[src/rtl/gpio_irq_pkg.sv]
package gpio_irq_pkg;
  localparam int ADDR_W = 3;

  typedef enum logic [ADDR_W-1:0] {
    SEL_DIN    = 3'd0,
    SEL_POL    = 3'd1,
    SEL_DIR    = 3'd2,
    SEL_ECAUSE = 3'd3,
    SEL_EMASK  = 3'd4,
    SEL_LMASK  = 3'd5
  } reg_sel_e;
endpackage

[src/rtl/gpio_sync.sv]
module gpio_sync #(
  parameter int W = 32
) (
  input  logic         clk,
  input  logic         rst_n,
  input  logic [W-1:0] d,
  output logic [W-1:0] q
);
  logic [W-1:0] stage1;

  always_ff @(posedge clk or negedge rst_n) begin
    if (!rst_n) begin
      stage1 <= '0;
      q      <= '0;
    end else begin
      stage1 <= d;
      q      <= stage1;
    end
  end
endmodule

[src/rtl/gpio_edge_cause.sv]
module gpio_edge_cause #(
  parameter int W = 32
) (
  input  logic         clk,
  input  logic         rst_n,
  input  logic [W-1:0] din,
  input  logic [W-1:0] qual,
  input  logic         clr_en,
  input  logic [W-1:0] keep,
  output logic [W-1:0] cause_q,
  output logic [W-1:0] hit
);
  logic [W-1:0] din_q;

  function automatic logic [W-1:0] rise_of(input logic [W-1:0] prev,
                                            input logic [W-1:0] cur);
    return cur & ~prev;
  endfunction

  assign hit = rise_of(din_q, din) & qual;

  always_ff @(posedge clk or negedge rst_n) begin
    if (!rst_n) begin
      din_q   <= '0;
      cause_q <= '0;
    end else begin
      din_q <= din;
      if (clr_en) cause_q <= (cause_q & keep) | hit;
      else        cause_q <= cause_q | hit;
    end
  end
endmodule

[src/rtl/gpio_group_or.sv]
module gpio_group_or #(
  parameter int W = 32,
  parameter int G = 8,
  localparam int NG = W / G
) (
  input  logic [W-1:0]  vec,
  output logic [NG-1:0] grp
);
  for (genvar g = 0; g < NG; g++) begin : g_grp
    assign grp[g] = |vec[g*G +: G];
  end
endmodule

[src/rtl/gpio_irq_agg.sv]
module gpio_irq_agg
  import gpio_irq_pkg::*;
#(
  parameter int LINES = 32,
  parameter int GROUP = 8,
  localparam int NGRP = LINES / GROUP
) (
  input  logic              clk,
  input  logic              rst_n,
  input  logic [LINES-1:0]  gpio_in,
  input  logic              reg_wr,
  input  logic              reg_rd,
  input  logic [ADDR_W-1:0] reg_addr,
  input  logic [LINES-1:0]  reg_wdata,
  output logic [LINES-1:0]  reg_rdata,
  output logic [NGRP-1:0]   irq_grp
);
  logic [LINES-1:0] sync_q;
  logic [LINES-1:0] data_in;
  logic [LINES-1:0] pol_q, dir_q, lmask_q, emask_q;
  logic [LINES-1:0] ecause_q;
  logic [LINES-1:0] edge_hit;
  logic [LINES-1:0] cause_vec;
  logic             ecause_wr;

  function automatic logic [LINES-1:0] combine_cause(
    input logic [LINES-1:0] din, input logic [LINES-1:0] lm,
    input logic [LINES-1:0] ec,  input logic [LINES-1:0] em,
    input logic [LINES-1:0] dir);
    return ((din & lm) | (ec & em)) & dir;
  endfunction

  gpio_sync #(.W(LINES)) sync_i (
    .clk(clk), .rst_n(rst_n), .d(gpio_in), .q(sync_q)
  );

  assign data_in   = sync_q ^ pol_q;
  assign ecause_wr = reg_wr && (reg_addr == SEL_ECAUSE);

  gpio_edge_cause #(.W(LINES)) edge_i (
    .clk(clk), .rst_n(rst_n), .din(data_in), .qual(dir_q),
    .clr_en(ecause_wr), .keep(reg_wdata),
    .cause_q(ecause_q), .hit(edge_hit)
  );

  assign cause_vec = combine_cause(data_in, lmask_q, ecause_q, emask_q, dir_q);

  gpio_group_or #(.W(LINES), .G(GROUP)) grp_i (
    .vec(cause_vec), .grp(irq_grp)
  );

  always_ff @(posedge clk or negedge rst_n) begin
    if (!rst_n) begin
      pol_q   <= '0;
      dir_q   <= '0;
      lmask_q <= '0;
      emask_q <= '0;
    end else if (reg_wr) begin
      case (reg_addr)
        SEL_POL:   pol_q   <= reg_wdata;
        SEL_DIR:   dir_q   <= reg_wdata;
        SEL_EMASK: emask_q <= reg_wdata;
        SEL_LMASK: lmask_q <= reg_wdata;
        default: ;
      endcase
    end
  end

  always_ff @(posedge clk or negedge rst_n) begin
    if (!rst_n) begin
      reg_rdata <= '0;
    end else if (reg_rd) begin
      case (reg_addr)
        SEL_DIN:    reg_rdata <= data_in;
        SEL_POL:    reg_rdata <= pol_q;
        SEL_DIR:    reg_rdata <= dir_q;
        SEL_ECAUSE: reg_rdata <= ecause_q;
        SEL_EMASK:  reg_rdata <= emask_q;
        SEL_LMASK:  reg_rdata <= lmask_q;
        default:    reg_rdata <= '0;
      endcase
    end
  end
endmodule

[config.mk]
export PLATFORM = sky130hd
export DESIGN_NAME = gpio_irq_agg
export DESIGN_NICKNAME = d
export VERILOG_FILES = /design/src/rtl/gpio_irq_pkg.sv /design/src/rtl/gpio_sync.sv /design/src/rtl/gpio_edge_cause.sv /design/src/rtl/gpio_group_or.sv /design/src/rtl/gpio_irq_agg.sv
export SDC_FILE = /design/constraint.sdc
export NUM_CORES = 1
export LEC_CHECK = 0
export ABC_CLOCK_PERIOD_IN_PS = 2000
export BUFFER_PORTS_ARGS = -buffer_cell sky130_fd_sc_hd__buf_4
export CAP_MARGIN = 40
export CORE_MARGIN = 10
export CORE_UTILIZATION = 35
export DETAILED_ROUTE_END_ITERATION = 8
export SLEW_MARGIN = 40
export SYNTH_ARGS = -nofsm -noshare
export SYNTH_HDL_FRONTEND = slang
export SYNTH_HIERARCHICAL = 1
export SYNTH_SLANG_ARGS = --single-unit
[constraint.sdc]
create_clock -name clk -period 2 [get_ports clk]
set_clock_uncertainty 0.15 [all_clocks]
set_input_delay 0.2 -clock clk [delete_from_list [all_inputs] [get_ports clk]]
set_output_delay 0.2 -clock clk [all_outputs]
set_load 0.005 [all_outputs]
==> results of run 1 <==
cell type report:
| cell class | count | area (um^2) |
|---|---|---|
| Fill cell | 3136 | 18700 |
| Sequential cell | 288 | 7210 |
| Multi-Input combinational cell | 579 | 4670 |
| Timing Repair Buffer | 238 | 2140 |
| Clock buffer | 56 | 1030 |
| Tap cell | 455 | 569 |
| Clock inverter | 6 | 52.6 |
| Inverter | 11 | 41.3 |
| Antenna cell | 1 | 2.50 |
state kept, by name, summed over array words and instances, names as in the netlist:
signal and flops:
dir_q 32, edge_i/cause_q 32, edge_i/din_q 32, emask_q 32, lmask_q 32, pol_q 32, reg_rdata 32, sync_i/q 32
sync_i/stage1 32
path summary, 6_finish.rpt:
kind / start / to / slack, ps / depth (start not counted)
max: pol_q[2] / irq_grp[0] / -320 / 6
min: reg_addr[0] / reg_rdata[10] / 50 / 3
max reg2reg: pol_q[0] / reg_rdata[0] / 430 / 4
min reg2reg: sync_i/stage1[19] / sync_i/q[19] / 200 / 0
max in group asynchronous: rst_n / reg_rdata[30] / 1100 / 3
min in group asynchronous: rst_n / sync_i/q[7] / 160 / 3
power breakdown:
| part | switching [mW] | total (mW) | internal (mW) |
|---|---|---|---|
| clock network | 2.40 | 5.95 | 3.55 |
| logic | 1.39 | 3.08 | 1.69 |
| registers | 0.867 | 7.85 | 6.98 |
worst register-to-register path: stages (launching register included):
cell      delay, ps
dfrtp_1         420
mux2_1          300
a221oi_1        310
o211ai_1        140
o21a_1          150
cells in the final DEF, fill, tap and decap left out, types with 14 or more instances in the layout:
cell           count
mux2_1           130
clkbuf_16         34
dfrtp_1          288
nor2b_1           40
o2bb2ai_1         31
xor2_1            29
a31oi_1           24
buf_12            14
nor2_1            26
a22oi_1           83
dlygate4sd3_1     65
nand2b_1          35
nand2_1           48
buf_4            156
per-stage QoR:
stage	cell area (um^2)	utilization (%)	instances	hold WS (ps)
2_1_floorplan	12100	-	929	-246
3_3_place_gp	13800	40.2	1497	-62.1
3_5_place_dp	13800	40.2	1497	-65.7
4_1_cts	15600	45.5	1629	39.3
5_1_grt	15700	45.7	1634	78.1
6_report	15700	45.7	1634	53.2
per-layer routing:
layer | vias to the layer above | part of all wire (%) | global-route usage [%]
li1 | 3860 | - | -
met1 | 4331 | 46 | 22.2
met2 | 204 | 47 | 25.2
met3 | 44 | 5.1 | 2.99
met4 | 0 | 1.8 | 3.96
met5 | - | 0 | 0
timing repair:
item	CTS	global route
cloned	0	0
setup endpoints to repair	4	4
setup buffers	4	4
gates resized for setup	6	9
hold endpoints to repair	480	0
hold buffers	66	0
pin swaps	8	10
==> qor.txt, run 1 <==
# IOs: 107
Setup crit start kind: flip-flop
Area Overhead vs Synth: 29.8%
Syn_area_per_cell: 13.0 um^2
Relative slew slack: 60.2%
Worst slack, placed: 89.9 ps
Post-route worst setup slack: -324 ps
Max-cap viol count: 0
Die H: 206 um
Antenna violations before repair: 1
Setup crit end kind: output pin
Rows: 68
Core outline area: 34400 um^2
RSZ-0062 raised after global routing: yes
Arrival @ worst endpoint: 1970 ps
GR Util All Layers: 16.0%
CP Cell Sequence: xor2_1 > a22oi_1 > nor2b_1 > nor4_2 > nand2_1 > buf_4
RD Place Congestion: 0.774
Initial core utilization: 35.2%
CTS HTree Levels: 2
GRT overflow: 0
Max-slew violation count: 0
Outcome: finished with violations
Slowest stage delay, CP: 410 ps
Max clock buf depth: 3
Worst Path Max Fanout: 5
Final cycle utilization of the critical path: 116%
Post-Syn Instances: 929
Worst path required time: 1650 ps
Final hold vios: 0
PortBufs: 106
Nets@finish: 1223
HPWL after DPL: 22200 um
Chip Width: 206 um
Leak Pwr: 6.66 nW
Final wirelength: 33700 um
TritonCTS Sinks: 288
Post-Syn Area: 12100 um^2
Routed Antenna Nets: 0
Fin crit period: 2320 ps
Layout cells sized above 1: 21.8%
Delay-heaviest family, CP: simple AND/OR/NAND/NOR gates
Drt drc: 0
Largest net degree at the start of global routing: 79
Power Density: 1070 nW/um^2
Least-Margin Pin Slew: 598 ps
Highest Clock Rate: 430 MHz
Failing checks: negative setup slack
Power, Total: 16.9 mW
Slowest CP cell: dfrtp_1
Syn nets: 1000
CTS tree: done
Setup-failing EPs final: 4
Die area: 42400 um^2
Detailed Routing Iterations Pass 1: 5
CTS Buf Count: 34
Hold Crit Class: in2reg
First-pass GRT wire length: 52900 um
Routed vias: 8439
Vias per cell: 5.16
Ys Warns: 6
Final setup TNS: -1070 ps
Routed wire per std cell: 20.6 um
Vias in the first global route: 8936
Clock slew at reported path FFs: 60 ps
Buf/Inv on CP: 1
Latest clock arrival within the worst-skew pair: 520 ps
Clock root buffer: clkbuf_16
Initial DRC count: 496
Peak supply drop: 0.599 mV
Critical path class: reg2out
(Power assumes the default switching activity.)
==> run 2: changes to the inputs <==
--- a/config.mk
+++ b/config.mk
@@ -5,6 +5,7 @@
 export SDC_FILE = /design/constraint.sdc
 export NUM_CORES = 1
 export LEC_CHECK = 0
+export ABC_AREA = 1
 export ABC_CLOCK_PERIOD_IN_PS = 2000
 export BUFFER_PORTS_ARGS = -buffer_cell sky130_fd_sc_hd__buf_4
 export CAP_MARGIN = 40
==> qor.txt, run 2 <==
Outcome: finished with violations
Failing checks: negative setup slack
Die area: 45200 um^2 (+6.6%)
Vias in the first global route: 11289 (+26%)
Nets@finish: 1938 (+58%)
WHS: 38.7 ps (-14.6 ps)
Initial DRC count: 768 (+55%)
Highest Clock Rate: 476 MHz (+11%)
Antenna violations before repair: 3 (+2)
Final cycle utilization of the critical path: 105% (-11 points)
Setup crit start kind: flip-flop
Routed vias: 11140 (+32%)
Fillers: 3591 (+15%)
Clock root buffer: clkbuf_16
Worst slack, placed: 303 ps (+213 ps)
Post-Syn Instances: 1647 (+77%)
Sw frac: 29.1% (+1.4 points)
Drt drc: 0 (unchanged)
Clock slew at reported path FFs: 50 ps (about the same)
Slowest CP cell: dfrtp_1
Flop pwr share: 44.8% (-1.7 points)
Rows: 70 (+2.9%)
Psw: 4.91 mW (+5.3%)
Latest clock arrival within the worst-skew pair: 510 ps (about the same)
Post-Syn Area: 13000 um^2 (+7.3%)
Initial core utilization: 35.5% (+0.27 points)
Area Overhead vs Synth: 29.6%
Max clock buf depth: 3 (unchanged)
Final hold vios: 0 (unchanged)
Max-slew violation count: 0 (unchanged)
Worst Path Max Fanout: 4 (-1)
CTS Buf Count: 35 (+2.9%)
Hold Crit Class: in2async
Syn_area_per_cell: 7.89 um^2 (-39%)
Die H: 213 um (+3.2%)
Core outline area: 36600 um^2 (+6.5%)
Power share of the clock group: 36.4% (+1.2 points)
First-pass GRT wire length: 60500 um (+14%)
Least-Margin Pin Slew: 486 ps (-112 ps)
Leak Pwr: 8.74 nW (+31%)
Relative slew slack: 67.6% (+7.4 points)
CP Cell Sequence: nand2_1 > inv_2 > nor2_4 > nand2_2 > a21oi_2 > inv_1 > nand2_1 > nor2_1 > nand2_1 > buf_6
Routed Antenna Nets: 0 (unchanged)
Post-route worst setup slack: -100 ps (+224 ps)
CTS HTree Levels: 2 (unchanged)
TritonCTS Sinks: 288 (unchanged)
Routed wire per std cell: 15.7 um (-24%)
GRT overflow: 0 (unchanged)
Final wirelength: 37000 um (+9.6%)
Storage cell area: 7210 um^2 (unchanged)
Cell repeated most along the worst path: nand2_1
Layout cells sized above 1: 17.1% (-4.8 points)
Combinational fraction of design power: 18.8% (+0.6 points)
Syn nets: 1718 (+72%)
Most frequent cells in the layout: 433 x nand2_1, 288 x dfrtp_1, 252 x inv_1
CTS tree: done
RD Place Congestion: 0.818 (+5.7%)
Setup-failing EPs final: 4 (unchanged)
Critical path class: reg2out
Ys Warns: 6 (unchanged)
Max-cap viol count: 0 (unchanged)
Detailed Routing Iterations Pass 1: 6 (+1)
PortBufs: 106 (unchanged)
Worst path required time: 1650 ps (about the same)
Multi-input gate area: 4720 um^2 (+0.99%)
Vias per cell: 4.73 (-8.5%)
Largest net degree at the start of global routing: 44 (-44%)
Internal power: 12.0 mW (-2.0%)
Chip Width: 213 um (+3.2%)
Slowest stage delay, CP: 390 ps (-20 ps)
Power Density: 1000 nW/um^2 (-6.7%)
Setup crit end kind: output pin
GR Util All Layers: 16.8% (+0.81 points)
Peak supply drop: 0.527 mV (-12%)
Leading cell type in the layout, fill and taps excluded: nand2_1
Fin crit period: 2100 ps (-224 ps)
# IOs: 107 (unchanged)
Arrival @ worst endpoint: 1750 ps (-220 ps)
HPWL after DPL: 23700 um (+6.6%)
RSZ-0062 raised after global routing: yes
[run 2: cell count changes in the layout (fill, tap and decap cells not counted), sizes merged, moves of 29 or more]
cell and delta:
nand4 +32, a21oi +29, a22oi -85, mux2 -138
nor2b -44, nand2b -35, nand3 +135, xor2 -32
nand2 +393, o21ai +118, inv +245, nor2 +233
o2bb2ai -31
[run 2: final cells by class]
class	instances	share of cell area, %
Multi-Input combinational cell	1032	28.0
Inverter	258	5.81
Clock buffer	49	5.93
Clock inverter	9	0.743
Tap cell	468	3.48
Sequential cell	288	42.8
Antenna cell	1	0.0149
Timing Repair Buffer	252	13.2
[run 2: stage by stage]
step	power (mW)	instance area (um^2)	setup TNS, ps	utilization (%)	instances
after CTS	17.0	16800	-310	45.8	2351
after floorplan	9.16	13000	0	-	1647
after detailed placement	10.4	14500	0	39.7	2202
after global placement	10.3	14500	0	39.7	2202
final	16.9	16800	-272	46.0	2357
after global routing	17.9	16800	-756	46.0	2356
[run 2: timing repair]
item / CTS / global route
resized for setup: 73 / 18
setup buffers: 25 / 5
endpoints found under the setup margin: 4 / 4
hold endpoints to repair: 462 / 0
pin swaps: 13 / 14
hold buffers: 66 / 0
[run 2: per-layer routing]
metal  up-vias  track usage [%]  part of all wire, %
li1       5495                -                    -
met3        65             3.09                  5.4
met1      5298             22.3                   46
met4         4             4.75                  2.2
met5         -                0                0.092
met2       278             27.4                   47
[run 2: critical path, delay by kind of cell (launching register included)]
family          cells  cell delay [ps]
simple gates        6              490
flops               1              390
buf+inv             3              210
compound gates      1              140
[run 2: worst paths after layout]
| kind | startpoint | depth (start not counted) | slack (ps) | endpoint |
|---|---|---|---|---|
| setup / recovery | sync_i/q[9] | 10 | -100 | irq_grp[1] |
| hold / removal | rst_n | 2 | 40 | sync_i/stage1[7] |
| setup reg to reg | pol_q[29] | 8 | 490 | reg_rdata[29] |
| hold reg to reg | sync_i/stage1[1] | 0 | 190 | sync_i/q[1] |
| max in group asynchronous | rst_n | 4 | 960 | sync_i/q[23] |
| min in group clk | reg_wr | 3 | 120 | emask_q[15] |
[run 2: power by group through the flow]
stage / sequential (mW) / combinational [mW] / clock (mW)
floorplan: 7.45 / 1.72 / 0
global placement: 7.61 / 2.67 / 0
detailed placement: 7.63 / 2.74 / 0
CTS: 7.54 / 3.14 / 6.31
global route: 7.69 / 3.66 / 6.58
finish: 7.55 / 3.18 / 6.15
==> run 3: changes to the inputs <==
--- a/config.mk
+++ b/config.mk
@@ -12,6 +12,7 @@
 export CORE_MARGIN = 10
 export CORE_UTILIZATION = 35
 export DETAILED_ROUTE_END_ITERATION = 8
+export REMOVE_ABC_BUFFERS = 1
 export SLEW_MARGIN = 40
 export SYNTH_ARGS = -nofsm -noshare
 export SYNTH_HDL_FRONTEND = slang
==> qor.txt, run 3 (same netlist as run 2, synthesis figures left out) <==
Buf/Inv on CP: 3 (unchanged)
Die H: 213 um (unchanged)
Detailed Routing Iterations Pass 1: 5 (-1)
Critical path class: reg2out
Initial core utilization: 35.5% (unchanged)
Ant diodes: 0 (-1)
Least-Margin Pin Slew: 510 ps (+24.2 ps)
Worst Path Max Fanout: 4 (unchanged)
Fin crit period: 2130 ps (+28.8 ps)
Delay-heaviest family, CP: simple AND/OR/NAND/NOR gates
Rows: 70 (unchanged)
GRT overflow: 0 (unchanged)
Power Density: 1010 nW/um^2 (+0.85%)
PortBufs: 106 (unchanged)
Max clock buf depth: 3 (unchanged)
Routed wire per std cell: 15.9 um (+1.5%)
Setup crit end kind: output pin
HPWL after DPL: 23900 um (+1.0%)
Clock slew at reported path FFs: 60 ps (about the same)
GR Util All Layers: 16.9% (+0.082 points)
RD Place Congestion: 0.813 (-0.67%)
Relative slew slack: 66.0% (-1.6 points)
Setup crit start kind: flip-flop
Peak supply drop: 0.496 mV (-6.0%)
Nets@finish: 1940 (+0.10%)
Power, Total: 17.1 mW (+1.6%)
TritonCTS Sinks: 288 (unchanged)
Most frequent cells in the layout: 427 x nand2_1, 288 x dfrtp_1, 249 x inv_1
CTS Buf Count: 34 (-2.9%)
Outcome: finished with violations
Cell repeated most along the worst path: nand2_1
CTS HTree Levels: 2 (unchanged)
Core outline area: 36600 um^2 (unchanged)
Arrival @ worst endpoint: 1780 ps (+30 ps)
Leading cell type in the layout, fill and taps excluded: nand2_1
# IOs: 107 (unchanged)
First-pass GRT wire length: 60600 um (+0.10%)
WHS: 61.4 ps (+22.8 ps)
Hold Crit Class: in2async
Antenna violations before repair: 0 (-3)
Highest Clock Rate: 470 MHz (-1.4%)
Drt drc: 0 (unchanged)
Max-slew violation count: 0 (unchanged)
Initial DRC count: 945 (+23%)
Placed Instances: 2197 (-0.23%)
Slowest CP cell: dfrtp_1
Setup-failing EPs final: 4 (unchanged)
Chip Width: 213 um (unchanged)
Leak Pwr: 8.79 nW (+0.48%)
Vias per cell: 4.75 (+0.45%)
Layout Cells excl Fill: 2360 (+0.13%)
Largest net degree at the start of global routing: 57 (+30%)
CTS tree: done
RSZ-0062 raised after global routing: yes
Worst path required time: 1650 ps (about the same)
Routed vias: 11204 (+0.57%)
Clock root buffer: clkbuf_16
Die area: 45200 um^2 (unchanged)
Routed Antenna Nets: 0 (unchanged)
Final cycle utilization of the critical path: 106% (+1.4 points)
Failing checks: negative setup slack
Latest clock arrival within the worst-skew pair: 520 ps (about the same)
CP Cell Sequence: inv_1 > nand2_1 > nand2_2 > nand2_1 > a21oi_2 > inv_1 > nand2_2 > nor2_1 > nand2_1 > buf_6
Final hold vios: 0 (unchanged)
Area Overhead vs Synth: 30.5%
Slowest stage delay, CP: 400 ps (about the same)
Max-cap viol count: 0 (unchanged)
Vias in the first global route: 11288 (-0.0089%)
Final wirelength: 37600 um (+1.6%)
Layout cells sized above 1: 18.0% (+0.97 points)
Post-route worst setup slack: -129 ps (-28.8 ps)
## run 3: changes by cell type in the layout (fill, tap and decap cells not counted), sizes merged
cell    before  now
diode        1    0
buf        186  189
clkbuf      49   52
inv        259  260
clkinv       6    3
## run 3: layer usage
metal / wire, um / share of wire, % / GRT usage [%]
met1: 16300 / 43 / 21.3
met2: 18200 / 48 / 28.6
met3: 2110 / 5.6 / 2.99
met4: 1050 / 2.8 / 5.51
met5: 0 / 0 / 0
## run 3: repair_timing
action / 4_1_cts / 5_1_grt
setup buffers: 21 / 17
endpoints found under the hold margin: 484 / 0
hold buffers: 66 / 0
gates resized for setup: 76 / 34
setup endpoints to repair: 4 / 4
pin swaps: 20 / 29
## run 3: report_power, final
| group | switching (mW) | internal, mW |
|---|---|---|
| Sequential | 0.737 | 6.82 |
| Clock | 2.43 | 3.87 |
| Combinational | 1.83 | 1.46 |
| Total | 5.00 | 12.1 |
## run 3: worst register-to-register path, stage by stage (launching register included)
cell,delay (ps)
dfrtp_1,400
nor2_1,140
nor2_2,60
buf_4,130
nand2_1,60
nand3_1,70
nor2_1,270
nor2_1,70
## run 3: cell type report
| type | count | area, um^2 |
|---|---|---|
| multi-input combinational | 1032 | 4770 |
| fill | 3542 | 19600 |
| clock inverter | 7 | 92.6 |
| clock buffer | 52 | 1050 |
| timing repair buffer | 255 | 2280 |
| sequential | 288 | 7210 |
| inverter | 258 | 978 |
| tap | 468 | 586 |
## run 3: worst paths after layout
path                                    from  slack (ps)             to  depth (start not counted)
min in group clk                      reg_wr         110    emask_q[17]                          3
max reg2reg                         pol_q[2]         530   reg_rdata[2]                          7
max                                pol_q[20]        -130     irq_grp[2]                         10
min                                    rst_n          60  reg_rdata[24]                          2
max in group asynchronous              rst_n         930     emask_q[2]                          3
min reg2reg                sync_i/stage1[27]         190   sync_i/q[27]                          0
## run 3: metrics by stage
step / setup WS (ps) / utilization [%] / area (um^2) / TNS, ps
global route: -238 / 46.3 / 17000 / -841
floorplan: -426 / - / 12600 / -13620
detailed placement: 246 / 39.7 / 14500 / 0
CTS: -151 / 45.7 / 16700 / -444
finish: -129 / 46.3 / 17000 / -375
global placement: 295 / 39.7 / 14500 / 0
